`config.mk`:
```
export PLATFORM = sky130hd
export DESIGN_NAME = crvec_seq
export DESIGN_NICKNAME = d
export VERILOG_FILES = /design/src/rtl/crvec_pkg.sv /design/src/rtl/crvec_decode.sv /design/src/rtl/crvec_alu.sv /design/src/rtl/crvec_addr.sv /design/src/rtl/crvec_seq.sv
export SDC_FILE = /design/constraint.sdc
export NUM_CORES = 1
export LEC_CHECK = 0
export BUFFER_PORTS_ARGS = -buffer_cell sky130_fd_sc_hd__buf_2
export CAP_MARGIN = 20
export CORE_MARGIN = 3
export CORE_UTILIZATION = 58
export CTS_BUF_LIST = sky130_fd_sc_hd__clkbuf_4 sky130_fd_sc_hd__clkbuf_8
export DETAILED_ROUTE_END_ITERATION = 8
export GPL_ROUTABILITY_DRIVEN = 0
export HOLD_SLACK_MARGIN = 0.1
export PLACE_DENSITY_LB_ADDON = 0.1
export SETUP_SLACK_MARGIN = 0.05
export SYNTH_ARGS = -nofsm -noshare
export SYNTH_HDL_FRONTEND = slang
export SYNTH_HIERARCHICAL = 1
export SYNTH_SLANG_ARGS = --single-unit
```
`constraint.sdc`:
```
create_clock -name clk -period 7.25 [get_ports clk]
set_clock_uncertainty 0.05 [all_clocks]
set_input_delay 0.3625 -clock clk [delete_from_list [all_inputs] [get_ports clk]]
set_output_delay 0.3625 -clock clk [all_outputs]
set_load 0.1 [all_outputs]
```
`src/rtl/crvec_pkg.sv`:
```
package crvec_pkg;
  localparam int unsigned FLD_W  = 4;
  localparam int unsigned SEL_W  = $clog2(FLD_W);
  localparam int unsigned MODE_W = 7;

  typedef enum logic [2:0] {
    OP_AND  = 3'd0,
    OP_OR   = 3'd1,
    OP_XOR  = 3'd2,
    OP_NAND = 3'd3,
    OP_NOR  = 3'd4,
    OP_XNOR = 3'd5,
    OP_ANDC = 3'd6,
    OP_ORC  = 3'd7
  } crop_e;

  typedef struct packed {
    logic             ff;
    logic             rev;
    logic             reduce;
    logic             dz;
    logic             sz;
    logic             vli;
    logic             inv;
    logic             snz;
    logic [SEL_W-1:0] sel;
  } ctl_t;
endpackage

```
`src/rtl/crvec_decode.sv`:
```
module crvec_decode
  import crvec_pkg::*;
(
  input  logic [MODE_W-1:0] mode_i,
  input  logic              field_dst_i,
  output ctl_t              ctl_o
);
  always_comb begin
    ctl_o    = '0;
    ctl_o.ff = mode_i[2];
    if (!mode_i[2]) begin
      ctl_o.rev    = mode_i[3];
      ctl_o.reduce = mode_i[4];
      ctl_o.dz     = mode_i[5];
      ctl_o.sz     = mode_i[6];
    end else begin
      ctl_o.vli = mode_i[3];
      ctl_o.inv = mode_i[4];
      ctl_o.snz = mode_i[1];
      if (field_dst_i) begin
        ctl_o.sel = mode_i[6:5];
        ctl_o.dz  = mode_i[0];
        ctl_o.sz  = mode_i[0];
      end else begin
        ctl_o.dz  = mode_i[5];
        ctl_o.sz  = mode_i[6];
      end
    end
  end
endmodule

```
`src/rtl/crvec_alu.sv`:
```
module crvec_alu
  import crvec_pkg::*;
(
  input  crop_e             op_i,
  input  logic [FLD_W-1:0]  a_i,
  input  logic [FLD_W-1:0]  b_i,
  output logic [FLD_W-1:0]  y_o
);
  always_comb begin
    case (op_i)
      OP_AND:  y_o = a_i & b_i;
      OP_OR:   y_o = a_i | b_i;
      OP_XOR:  y_o = a_i ^ b_i;
      OP_NAND: y_o = ~(a_i & b_i);
      OP_NOR:  y_o = ~(a_i | b_i);
      OP_XNOR: y_o = ~(a_i ^ b_i);
      OP_ANDC: y_o = a_i & ~b_i;
      OP_ORC:  y_o = a_i | ~b_i;
      default: y_o = a_i;
    endcase
  end
endmodule

```
`src/rtl/crvec_addr.sv`:
```
module crvec_addr
  import crvec_pkg::*;
#(
  parameter int unsigned NF = 8,
  localparam int unsigned EW = $clog2(NF),
  localparam int unsigned IW = EW + SEL_W
) (
  input  logic          field_i,
  input  logic          stride_i,
  input  logic [IW-1:0] base_i,
  input  logic [EW-1:0] elem_i,
  input  logic [EW-1:0] last_i,
  output logic [IW-1:0] addr_o,
  output logic          ok_o
);
  function automatic logic [IW:0] locate(input logic fld, input logic strd,
                                         input logic [IW-1:0] b,
                                         input logic [EW-1:0] e);
    logic [IW:0] step;
    logic [IW:0] org;
    step = strd ? ({{(SEL_W+1){1'b0}}, e} << SEL_W) : '0;
    org  = fld ? {1'b0, b[IW-1:SEL_W], {SEL_W{1'b0}}} : {1'b0, b};
    return org + step;
  endfunction

  logic [IW:0] cur;
  logic [IW:0] fin;

  assign cur    = locate(field_i, stride_i, base_i, elem_i);
  assign fin    = locate(field_i, stride_i, base_i, last_i);
  assign addr_o = cur[IW-1:0];
  assign ok_o   = ~fin[IW];
endmodule

```
`src/rtl/crvec_seq.sv`:
```
module crvec_seq
  import crvec_pkg::*;
#(
  parameter int unsigned NF = 8,
  localparam int unsigned EW  = $clog2(NF),
  localparam int unsigned IW  = EW + SEL_W,
  localparam int unsigned CRW = NF * FLD_W,
  localparam int unsigned VLW = $clog2(NF + 1)
) (
  input  logic              clk,
  input  logic              rst_n,
  input  logic              start_i,
  input  logic [MODE_W-1:0] mode_i,
  input  logic              field_dst_i,
  input  logic [2:0]        op_i,
  input  logic [VLW-1:0]    vl_i,
  input  logic [IW-1:0]     ba_i,
  input  logic [IW-1:0]     bb_i,
  input  logic [IW-1:0]     bt_i,
  input  logic [NF-1:0]     mask_i,
  input  logic [CRW-1:0]    cr_i,
  output logic              busy_o,
  output logic              done_o,
  output logic              err_o,
  output logic [CRW-1:0]    cr_o,
  output logic [VLW-1:0]    new_vl_o
);
  localparam int unsigned NOPND = 3;

  typedef enum logic [1:0] {S_IDLE, S_RUN, S_FIN} st_e;

  st_e                         st_q;
  logic [NF-1:0][FLD_W-1:0]    cr_q, cr_n;
  ctl_t                        ctl_q, ctl_d;
  logic                        fld_q;
  crop_e                       op_q;
  logic [VLW-1:0]              vl_q, nvl_q;
  logic [NOPND-1:0][IW-1:0]    base_q;
  logic [NF-1:0]               mask_q;
  logic [EW-1:0]               k_q;
  logic                        err_q;

  // decode of the mode word on the start cycle
  crvec_decode u_dec (
    .mode_i      (mode_i),
    .field_dst_i (field_dst_i),
    .ctl_o       (ctl_d)
  );

  // element sequencing
  logic [EW-1:0] last_el, elem;
  assign last_el = EW'(vl_q - VLW'(1));
  assign elem    = ctl_q.rev ? EW'(last_el - k_q) : k_q;

  // per-operand address generation: 0 = A, 1 = B, 2 = destination
  logic [NOPND-1:0][IW-1:0] addr;
  logic [NOPND-1:0]         ok;

  for (genvar g = 0; g < NOPND; g++) begin : g_opnd
    crvec_addr #(.NF(NF)) u_addr (
      .field_i  (fld_q),
      .stride_i ((g == 1) ? 1'b1 : !ctl_q.reduce),
      .base_i   (base_q[g]),
      .elem_i   (elem),
      .last_i   (last_el),
      .addr_o   (addr[g]),
      .ok_o     (ok[g])
    );
  end

  // operand read
  logic [FLD_W-1:0] opa, opb, res;

  always_comb begin
    if (fld_q) begin
      opa = cr_q[addr[0][IW-1:SEL_W]];
      opb = cr_q[addr[1][IW-1:SEL_W]];
    end else begin
      opa = {{(FLD_W-1){1'b0}}, cr_q[addr[0][IW-1:SEL_W]][addr[0][SEL_W-1:0]]};
      opb = {{(FLD_W-1){1'b0}}, cr_q[addr[1][IW-1:SEL_W]][addr[1][SEL_W-1:0]]};
    end
  end

  crvec_alu u_alu (
    .op_i (op_q),
    .a_i  (opa),
    .b_i  (opb),
    .y_o  (res)
  );

  // predicate, write-back and early-exit test
  logic             pred, wr, tested, tbit, fail, bad;
  logic [FLD_W-1:0] wval;

  always_comb begin
    pred   = mask_q[elem];
    wr     = pred || ctl_q.dz;
    tested = ctl_q.ff && wr;
    wval   = pred ? res : '0;
    if (pred) tbit = fld_q ? res[ctl_q.sel] : res[0];
    else      tbit = ctl_q.sz && ctl_q.snz;
    fail   = tested && (tbit == ctl_q.inv);
    cr_n   = cr_q;
    if (wr) begin
      if (fld_q) cr_n[addr[2][IW-1:SEL_W]] = wval;
      else       cr_n[addr[2][IW-1:SEL_W]][addr[2][SEL_W-1:0]] = wval[0];
    end
  end

  assign bad = (vl_q == '0) || (vl_q > VLW'(NF)) || !(&ok);

  always_ff @(posedge clk or negedge rst_n) begin
    if (!rst_n) begin
      st_q   <= S_IDLE;
      cr_q   <= '0;
      ctl_q  <= '0;
      fld_q  <= 1'b0;
      op_q   <= OP_AND;
      vl_q   <= '0;
      nvl_q  <= '0;
      base_q <= '0;
      mask_q <= '0;
      k_q    <= '0;
      err_q  <= 1'b0;
    end else begin
      case (st_q)
        S_IDLE, S_FIN: begin
          if (start_i) begin
            st_q   <= S_RUN;
            cr_q   <= cr_i;
            ctl_q  <= ctl_d;
            fld_q  <= field_dst_i;
            op_q   <= crop_e'(op_i);
            vl_q   <= vl_i;
            base_q <= {bt_i, bb_i, ba_i};
            mask_q <= mask_i;
            k_q    <= '0;
            err_q  <= 1'b0;
            nvl_q  <= '0;
          end
        end
        S_RUN: begin
          if (k_q == '0 && bad) begin
            st_q  <= S_FIN;
            nvl_q <= '0;
            err_q <= (vl_q != '0);
          end else begin
            cr_q <= cr_n;
            if (fail) begin
              st_q  <= S_FIN;
              nvl_q <= ctl_q.vli ? VLW'(k_q) + VLW'(1) : VLW'(k_q);
            end else if (k_q == last_el) begin
              st_q  <= S_FIN;
              nvl_q <= vl_q;
            end else begin
              k_q <= k_q + EW'(1);
            end
          end
        end
        default: st_q <= S_IDLE;
      endcase
    end
  end

  assign busy_o   = (st_q == S_RUN);
  assign done_o   = (st_q == S_FIN);
  assign err_o    = err_q;
  assign cr_o     = cr_q;
  assign new_vl_o = nvl_q;
endmodule

```
==> flow_summary.toml, run 1 <==
[clock_tree]
htreeDepth = 3
cts_made_buffers = 9
post_cts_buffers = 0
root_buffer = "clkbuf_8"
path_clk_slew_ns = 0.09
cts_tree = "yes"
clock_path_buffers = 2
insertion_delay_ns = 0.36
cts.repair.resized = 0
clock-sinks = 83

[floorplanning]
initial_core_util_pct = 60.43
chipWidth_um = 107.4
io_pins = 112
dieHeight_um = 107.4
die_area_um2 = 11530
core_region_area_um2 = 9864
rows = 36

[layout]
layoutNonFillerInstCount = 907
drive_gt1_share_pct = 23.13
syn_to_final_growth_pct = 13.96
final_net_count = 877
diodes = 0

[worst_setup_path]
crit_arrival_ns = 6.64
required_ns = 7.48
path_class = "flip-flop to flip-flop"
r2r_start = "vl_q[0]"
worstPathMaxFanout = 8
crit_start = "vl_q[0]"
cp-end-kind = "flip-flop"
start_kind = "flip-flop"

[logic_synthesis]
synth-adder-area-share_pct = 7.641
ys_seq_area_share_pct = 34.84
synthXorXnorAreaFrac_pct = 2.036
synth_seq_cells = 83
synth_top_area_share_pct = 34.84
synth-compound-area-share_pct = 19.92
synth_edf_count = 0
syn_area_um2 = 5961
synthCells = 679
synth_ff_type = "dfrtp_1"
synthDistinctLibCells = 63
synth_top_family_by_area = "simple AND/OR/NAND/NOR gates"
synth-simple-area-share_pct = 19.98
yosys.area.top_type = "dfrtp_1"
muxShareOfSynthArea_pct = 10.68
synth_area_leaders = "dfrtp_1 35%, nand2_1 9.3%, mux4_2 6.4%, ha_1 6.3%, a31oi_1 6.0%"
ys_warn_count = 6
syn_area_per_cell_um2 = 8.779
async_flop_share_pct = 100.0

[routing]
highest_layer = "met4"
drc = 0
dr.pass1.iters = 6
ant_nets = 0
wire_per_inst_um = 18.19
drt-met1-wl_um = 6623
num_vias = 5601
drt_iter0_drc = 556
wl_met3_um = 1407
drt-total-wl_um = 16500
viasPerCell = 6.175
met2_wirelength_um = 7948

[placed_design]
io_buffers = 111
dp_cells = 890
hpwl_um = 12080

[grt]
track_usage_pct = 29.27
grt_pass1_vias = 5353
antenna_found_initial = 0
grt_max_degree = 84
grt.overflow.total = 0
grt_pass1_wl_um = 26610

[timing]
max_slew_margin_pct = 25.33
hold_ws_ns = 0.1389
tightestPinTransition_ns = 1.117
hold_viol_final = 0
clock.fmax_mhz = 156.2
tns_ns = 0
min_period_ns = 6.402
setup_viol = 0
rsz0062_at_grt = "no"
final_max_slew_viol_count = 0
finalCritPeriodShare_pct = 88.31

[run_status]
status = "completed"

[worst_hold_path]
hold_start = "mask_i[6]"
hold_class = "primary input to flip-flop"

[job]
cap_violations = 0
-- sequential cells by signal, indices dropped and copies added, names as in the netlist --
signal / count
k_q: 3
new_vl_o: 4
st_q: 2
base_q: 15
vl_q: 4
fld_q: 1
ctl_q: 10
op_q: 3
err_o: 1
mask_q: 8
cr_o: 32
-- metal layers --
layer	GRT usage, %	up-vias
li1	-	2607
met1	38.56	2643
met2	47.81	301
met3	6.179	50
met4	10.73	0
met5	0	-
-- timing repair --
item	in CTS	in global routing
hold endpoints to repair	0	26
hold buffers	0	1
endpoints found under the setup margin	0	0
-- layout make-up --
| cell class | instances | area (um^2) |
|---|---|---|
| multi-input cells | 531 | 3626 |
| fillers | 834 | 3072 |
| flip-flops and latches | 83 | 2077 |
| repair buffers | 116 | 618.1 |
| well taps | 133 | 166.4 |
| clock buffers | 11 | 145.1 |
| inverters | 29 | 108.9 |
| clock inverters | 4 | 51.30 |
-- cell usage after synthesis (all sizes together), types with 10 or more instances --
| cell | number |
|---|---|
| xnor2 | 11 |
| nand2b | 17 |
| mux2i | 19 |
| a31oi | 57 |
| a41oi | 10 |
| clkbuf | 34 |
| nand2 | 148 |
| and2 | 12 |
| inv | 29 |
| dfrtp | 83 |
| a22oi | 27 |
| ha | 30 |
| mux4 | 17 |
| a21oi | 13 |
| o21ai | 47 |
| nor2 | 35 |
-- cell families (layout without fill, tap and decap cells) --
| kind of cell | Yosys count | in the layout |
|---|---|---|
| other | 1 | 6 |
| muxes | 41 | 41 |
| and+or+nand+nor | 257 | 257 |
| xor gates and xnor gates | 13 | 13 |
| adders and majority gates | 34 | 34 |
| buffers and inverters | 70 | 160 |
| DFF | 83 | 83 |
| AOI/OAI and AO/OA | 180 | 180 |
-- critical path, stage by stage (launching register included) --
cell and delay, ns:
dfrtp_1 0.41, inv_1 0.16, ha_1 0.28, fa_1 0.45, mux2i_1 0.38, nand2_1 0.16, fa_1 0.44, xnor2_1 0.15
xnor2_1 0.54, mux2i_1 0.20, mux2_2 0.30, nand2_1 0.06, o21ai_0 0.09, a22oi_1 0.29, inv_1 0.11, ha_1 0.23
and3b_1 0.18, a311oi_1 0.28, o32a_1 0.29, and4_1 0.22, a21oi_1 0.05, nor2_1 0.64, a22oi_1 0.16, a31oi_1 0.21
-- final timing paths --
check                               to  slack [ns]  cells past startpoint
max in group asynchronous  new_vl_o[0]        6.14                      3
min                          mask_q[6]        0.14                      3
max reg2reg                   cr_o[22]        0.85                     23
max                           cr_o[22]        0.85                     23
min reg2reg                  mask_q[3]        0.43                      2
min in group asynchronous     cr_o[20]        0.41                      2
-- through the flow --
stage	area (um^2)	utilization (%)	worst slack, ns
floorplan	5979	-	1.956
global placement	6559	66.49	1.306
detailed placement	6559	66.49	0.9805
CTS	6755	68.48	0.9780
global route	6793	68.86	0.4815
finish	6793	68.86	0.8478
-- layout by cell type (no fill, tap or decap), types with 11 or more instances in the layout --
master    Yosys  final
mux4_2       17     17
a22oi_1      27     27
mux2i_1      18     18
inv_1        28     28
and2_2       12     12
ha_1         30     30
buf_2         2    110
xnor2_1      11     11
nor2_1       35     35
dfrtp_1      83     83
nand2b_1     17     17
o21ai_0      46     46
a31oi_1      57     57
nand2_1     148    148
Power of run 1 is not shown: default switching activity piles up to over one toggle a cycle in this logic, so the estimate is an artifact.
==> run 2, diff against run 1 <==
--- a/config.mk
+++ b/config.mk
@@ -5,16 +5,18 @@
 export SDC_FILE = /design/constraint.sdc
 export NUM_CORES = 1
 export LEC_CHECK = 0
+export ABC_AREA = 1
 export BUFFER_PORTS_ARGS = -buffer_cell sky130_fd_sc_hd__buf_2
 export CAP_MARGIN = 20
 export CORE_MARGIN = 3
-export CORE_UTILIZATION = 58
+export CORE_UTILIZATION = 59
 export CTS_BUF_LIST = sky130_fd_sc_hd__clkbuf_4 sky130_fd_sc_hd__clkbuf_8
 export DETAILED_ROUTE_END_ITERATION = 8
 export GPL_ROUTABILITY_DRIVEN = 0
 export HOLD_SLACK_MARGIN = 0.1
 export PLACE_DENSITY_LB_ADDON = 0.1
 export SETUP_SLACK_MARGIN = 0.05
+export SLEW_MARGIN = 0
 export SYNTH_ARGS = -nofsm -noshare
 export SYNTH_HDL_FRONTEND = slang
 export SYNTH_HIERARCHICAL = 1
==> constraint.sdc (replaced) <==
create_clock -name clk -period 5.96 [get_ports clk]
set_clock_uncertainty 0.05 [all_clocks]
set_input_delay 0.298 -clock clk [delete_from_list [all_inputs] [get_ports clk]]
set_output_delay 0.298 -clock clk [all_outputs]
set_load 0.1 [all_outputs]
==> flow_summary.toml, run 2 <==
[logic_synthesis]
muxShareOfSynthArea_pct = 0
synthCells = 1028
async_flop_share_pct = 100.0
synth_top_family_by_area = "simple AND/OR/NAND/NOR gates"
ys_warn_count = 6
synthDistinctLibCells = 40
synth-simple-area-share_pct = 31.24
synth-adder-area-share_pct = 6.908
ys_seq_area_share_pct = 31.51
synth_seq_cells = 83
synth_edf_count = 0
synth_ff_type = "dfrtp_1"
syn_area_per_cell_um2 = 6.413
synthXorXnorAreaFrac_pct = 0.2657
synth-compound-area-share_pct = 18.54
yosysMostFrequentCell = "nand2_1"
yosys.area.top_type = "dfrtp_1"
synth_area_leaders = "dfrtp_1 32%, nand2_1 17%, o21ai_0 9.3%, inv_1 8.5%, nor2_1 6.1%"
synth_top_area_share_pct = 31.51
syn_area_um2 = 6593
ys_top_cells_by_count = "295 x nand2_1, 150 x inv_1, 122 x o21ai_0"

[clock_tree]
clock_path_buffers = 2
insertion_delay_ns = 0.38
root_buffer = "clkbuf_8"
cts_made_buffers = 9
path_clk_slew_ns = 0.09
clock-sinks = 83
cts_tree = "yes"
htreeDepth = 3

[worst_setup_path]
r2r_start = "vl_q[0]"
required_ns = 6.19
start_kind = "flip-flop"
cp-endpoint = "new_vl_o[3]"
reg2regPathDepth = 33
path_class = "flip-flop to flip-flop"
crit_arrival_ns = 5.70
critPathMostFrequentCell = "nand2_1"
crit_start = "vl_q[0]"
r2r_end = "new_vl_o[3]"
max_stage_delay_ns = 0.50
worstPathMaxFanout = 12
slowest_stage = "fa_1"
cp-end-kind = "flip-flop"
r2r_slack_ns = 0.49

[placed_design]
dp_cells = 1253
hpwl_um = 14090
io_buffers = 111
place_ws_ns = 0.2919

[layout]
drive_gt1_share_pct = 15.04
final_cell_mix = "295 x nand2_1, 147 x inv_1, 122 x o21ai_0"
syn_to_final_growth_pct = 18.69
fillers = 891
final_net_count = 1272
multi_input_area_um2 = 3815
layout_commonest_cell = "nand2_1"
largest_register_ffs = 32
seqCellArea_um2 = 2077
diodes = 0
layoutNonFillerInstCount = 1306

[job]
cap_violations = 0

[run_status]
status = "completed"

[grt]
grt.overflow.total = 0
track_usage_pct = 30.72
grt_pass1_wl_um = 31400
grt_pass1_vias = 6468
antenna_found_initial = 0
grt_max_degree = 84

[timing]
rsz0062_at_grt = "no"
min_period_ns = 5.470
final_max_slew_viol_count = 0
hold_viol_final = 0
finalCritPeriodShare_pct = 91.78
clock.fmax_mhz = 182.8
tns_ns = 0
worst_slack_ns = 0.4899
tightestPinTransition_ns = 0.9418
max_slew_margin_pct = 36.98
setup_viol = 0

[routing]
viasPerCell = 5.506
ant_nets = 0
wire_per_inst_um = 14.95
drt-total-wl_um = 19520
drc = 0
num_vias = 7191
dr.pass1.iters = 7
drt_iter0_drc = 605

[floorplanning]
die_area_um2 = 12480
chipWidth_um = 111.7
dieHeight_um = 111.7
initial_core_util_pct = 62.19
rows = 37
io_pins = 112
core_region_area_um2 = 10600

[worst_hold_path]
min_path_cells = 3
hold_class = "primary input to flip-flop"
[run 2: cell count changes after synthesis, sizes merged, moves of 19 or more]
cell and change:
a21oi +47, a22oi -26, a31oi -46, inv +129, mux2i -19, nand2 +156
nand3 +48, nor2 +75, o21ai +90
[run 2: worst min-delay path by stage]
stage	slack, ns	start	endpoint
floorplan	-0.05	rst_n	base_q[0]
global placement	0.40	ctl_q[2]	ctl_q[2]
detailed placement	0.41	base_q[0]	base_q[0]
CTS	0.11	rst_n	cr_o[10]
global route	0.11	mask_i[4]	mask_q[4]
finish	0.11	mask_i[4]	mask_q[4]
[run 2: cell type report]
type,count,share of cell area (%)
multi-input combinational,761,48.75
sequential,83,26.54
timing repair buffer,151,12.18
inverter,158,7.659
tap,136,2.175
clock buffer,10,1.759
clock inverter,6,0.8315
timing repair inverter,1,0.09594
[run 2: per-stage QoR]
stage                     hold slack [ns]  util [%]  cell area [um^2]
final                              0.1066     73.81              7825
after global routing               0.1096     73.81              7825
after CTS                          0.1079     72.75              7712
after detailed placement           0.4090     68.10              7219
after global placement             0.4036     68.10              7219
after floorplan                  -0.04759         -              6615
[run 2: routing by layer]
metal  wire, um  global-route usage [%]  vias to the layer above
met4        661                   11.84                        0
li1           -                       -                     3567
met3       1771                   6.196                       44
met2       9191                   50.08                      339
met1       7899                   40.36                     3241
met5          0                       0                        -
[run 2: kinds of logic (layout without fill, tap and decap cells)]
family | count (synthesis) | count (layout)
simple gates | 492 | 492
compound gates | 226 | 226
buf+inv | 190 | 326
flops | 83 | 83
fa+ha+maj | 34 | 34
xor+xnor | 2 | 2
other cells | 1 | 7
[run 2: worst max-delay path, delay by kind of cell, from the launching register on]
| kind | cells | cell delay (ns) |
|---|---|---|
| AND/OR/NAND/NOR | 16 | 1.64 |
| flip-flops | 1 | 0.38 |
| adder cells (fa/ha/maj) | 4 | 1.63 |
| AO/OA/AOI/OAI | 7 | 1.04 |
| buffers and inverters | 6 | 0.61 |
[run 2: what timing repair did]
item                                    in CTS  in global routing
hold buffers                                29                  1
buffers inserted                             0                  5
endpoints found under the setup margin       0                  9
resized for setup                            0                  9
endpoints found under the hold margin       29                 83
Power of run 2 is left out for the same reason.
==> run 3, diff against run 2 <==
==> constraint.sdc (replaced) <==
create_clock -name clk -period 5.6 [get_ports clk]
set_clock_uncertainty 0.05 [all_clocks]
set_input_delay 0.28 -clock clk [delete_from_list [all_inputs] [get_ports clk]]
set_output_delay 0.28 -clock clk [all_outputs]
set_load 0.1 [all_outputs]
==> flow_summary.toml, run 3 (same netlist as run 2, synthesis figures left out) <==
[clock_tree]
htreeDepth = 3
insertion_delay_ns = 0.39
root_buffer = "clkbuf_8"
clock_path_buffers = 2
clock-sinks = 83
cts_tree = "yes"
path_clk_slew_ns = 0.09
cts_made_buffers = 9

[placed_design]
io_buffers = 111
place_ws_ns = 0.08501
dp_cells = 1258
hpwl_um = 14260

[worst_setup_path]
critPathMostFrequentCell = "nand2_1"
max_stage_delay_ns = 0.60
required_ns = 5.84
start_kind = "flip-flop"
worstPathMaxFanout = 5
crit_arrival_ns = 5.40
path_class = "flip-flop to flip-flop"
cp-end-kind = "flip-flop"
slowest_stage = "fa_2"

[timing]
rsz0062_at_grt = "no"
final_max_slew_viol_count = 0
tightestPinTransition_ns = 0.8808
tns_ns = 0
finalCritPeriodShare_pct = 92.28
setup_viol = 0
clock.fmax_mhz = 193.5
worst_slack_ns = 0.4324
hold_viol_final = 0
min_period_ns = 5.168
max_slew_margin_pct = 41.06

[layout]
final_net_count = 1282
largest_register_ffs = 32
syn_to_final_growth_pct = 20.35
layout_commonest_cell = "nand2_1"
final_cell_mix = "295 x nand2_1, 145 x inv_1, 119 x o21ai_0"
layoutNonFillerInstCount = 1316
diodes = 0
drive_gt1_share_pct = 16.19

[routing]
viasPerCell = 5.555
drt-met1-wl_um = 7881
met2_wirelength_um = 9480
wl_met3_um = 1791
drt-total-wl_um = 19980
wire_per_inst_um = 15.18
drc = 0
drt_iter0_drc = 734
highest_layer = "met4"
num_vias = 7311
dr.pass1.iters = 5
ant_nets = 0

[grt]
grt.overflow.total = 0
track_usage_pct = 31.61
grt_pass1_vias = 6576
grt_max_degree = 84
antenna_found_initial = 0
grt_pass1_wl_um = 32000

[floorplanning]
rows = 37
initial_core_util_pct = 62.19
core_region_area_um2 = 10600
dieHeight_um = 111.7
die_area_um2 = 12480
io_pins = 112
chipWidth_um = 111.7

[worst_hold_path]
hold_class = "primary input to flip-flop"

[job]
cap_violations = 0

[run_status]
status = "completed"
## run 3: final cells by class
type                    instances  area (um^2)
clock buffers                  10        131.4
fillers                       892         2668
repair inverters                1        7.507
inverters                     158        599.3
clock inverters                 6        87.58
repair buffers                161         1031
flip-flops and latches         83         2077
well taps                     136        170.2
multi-input cells             761         3830
## run 3: repair_timing
action | in CTS | in global routing
resized for setup | 0 | 18
hold buffers | 31 | 0
setup endpoints to repair | 0 | 19
buffers inserted | 0 | 9
hold endpoints to repair | 113 | 0
## run 3: metal layers
metal	up-vias	track usage (%)
met1	3298	40.31
met3	65	6.685
met2	367	52.68
met4	0	12.25
li1	3581	-
met5	-	0
## run 3: critical path: cells and delay by family (launching register included)
family	cells	cell delay, ns
adder cells (fa/ha/maj)	4	1.69
AND/OR/NAND/NOR	14	1.33
AO/OA/AOI/OAI	8	1.22
buffers and inverters	5	0.44
flip-flops	1	0.37
## run 3: worst paths after layout
path	from	end	slack (ns)	depth (start not counted)
worst max-delay path	vl_q[0]	new_vl_o[2]	0.43	31
worst min-delay path	cr_i[24]	cr_o[24]	0.12	3
worst max register to register	vl_q[0]	new_vl_o[2]	0.43	31
worst min register to register	ctl_q[5]	ctl_q[5]	0.43	2
max in group asynchronous	rst_n	cr_o[16]	4.54	3
min in group asynchronous	rst_n	op_q[1]	0.35	2
## run 3: metrics by stage
stage | utilization (%) | instance area [um^2] | hold WS [ns]
CTS | 73.45 | 7786 | 0.1108
finish | 74.84 | 7934 | 0.1236
floorplan | - | 6615 | -0.06559
global route | 74.84 | 7934 | 0.1343
global placement | 68.45 | 7257 | 0.4027
detailed placement | 68.45 | 7257 | 0.4108
Power of run 3 is left out for the same reason.
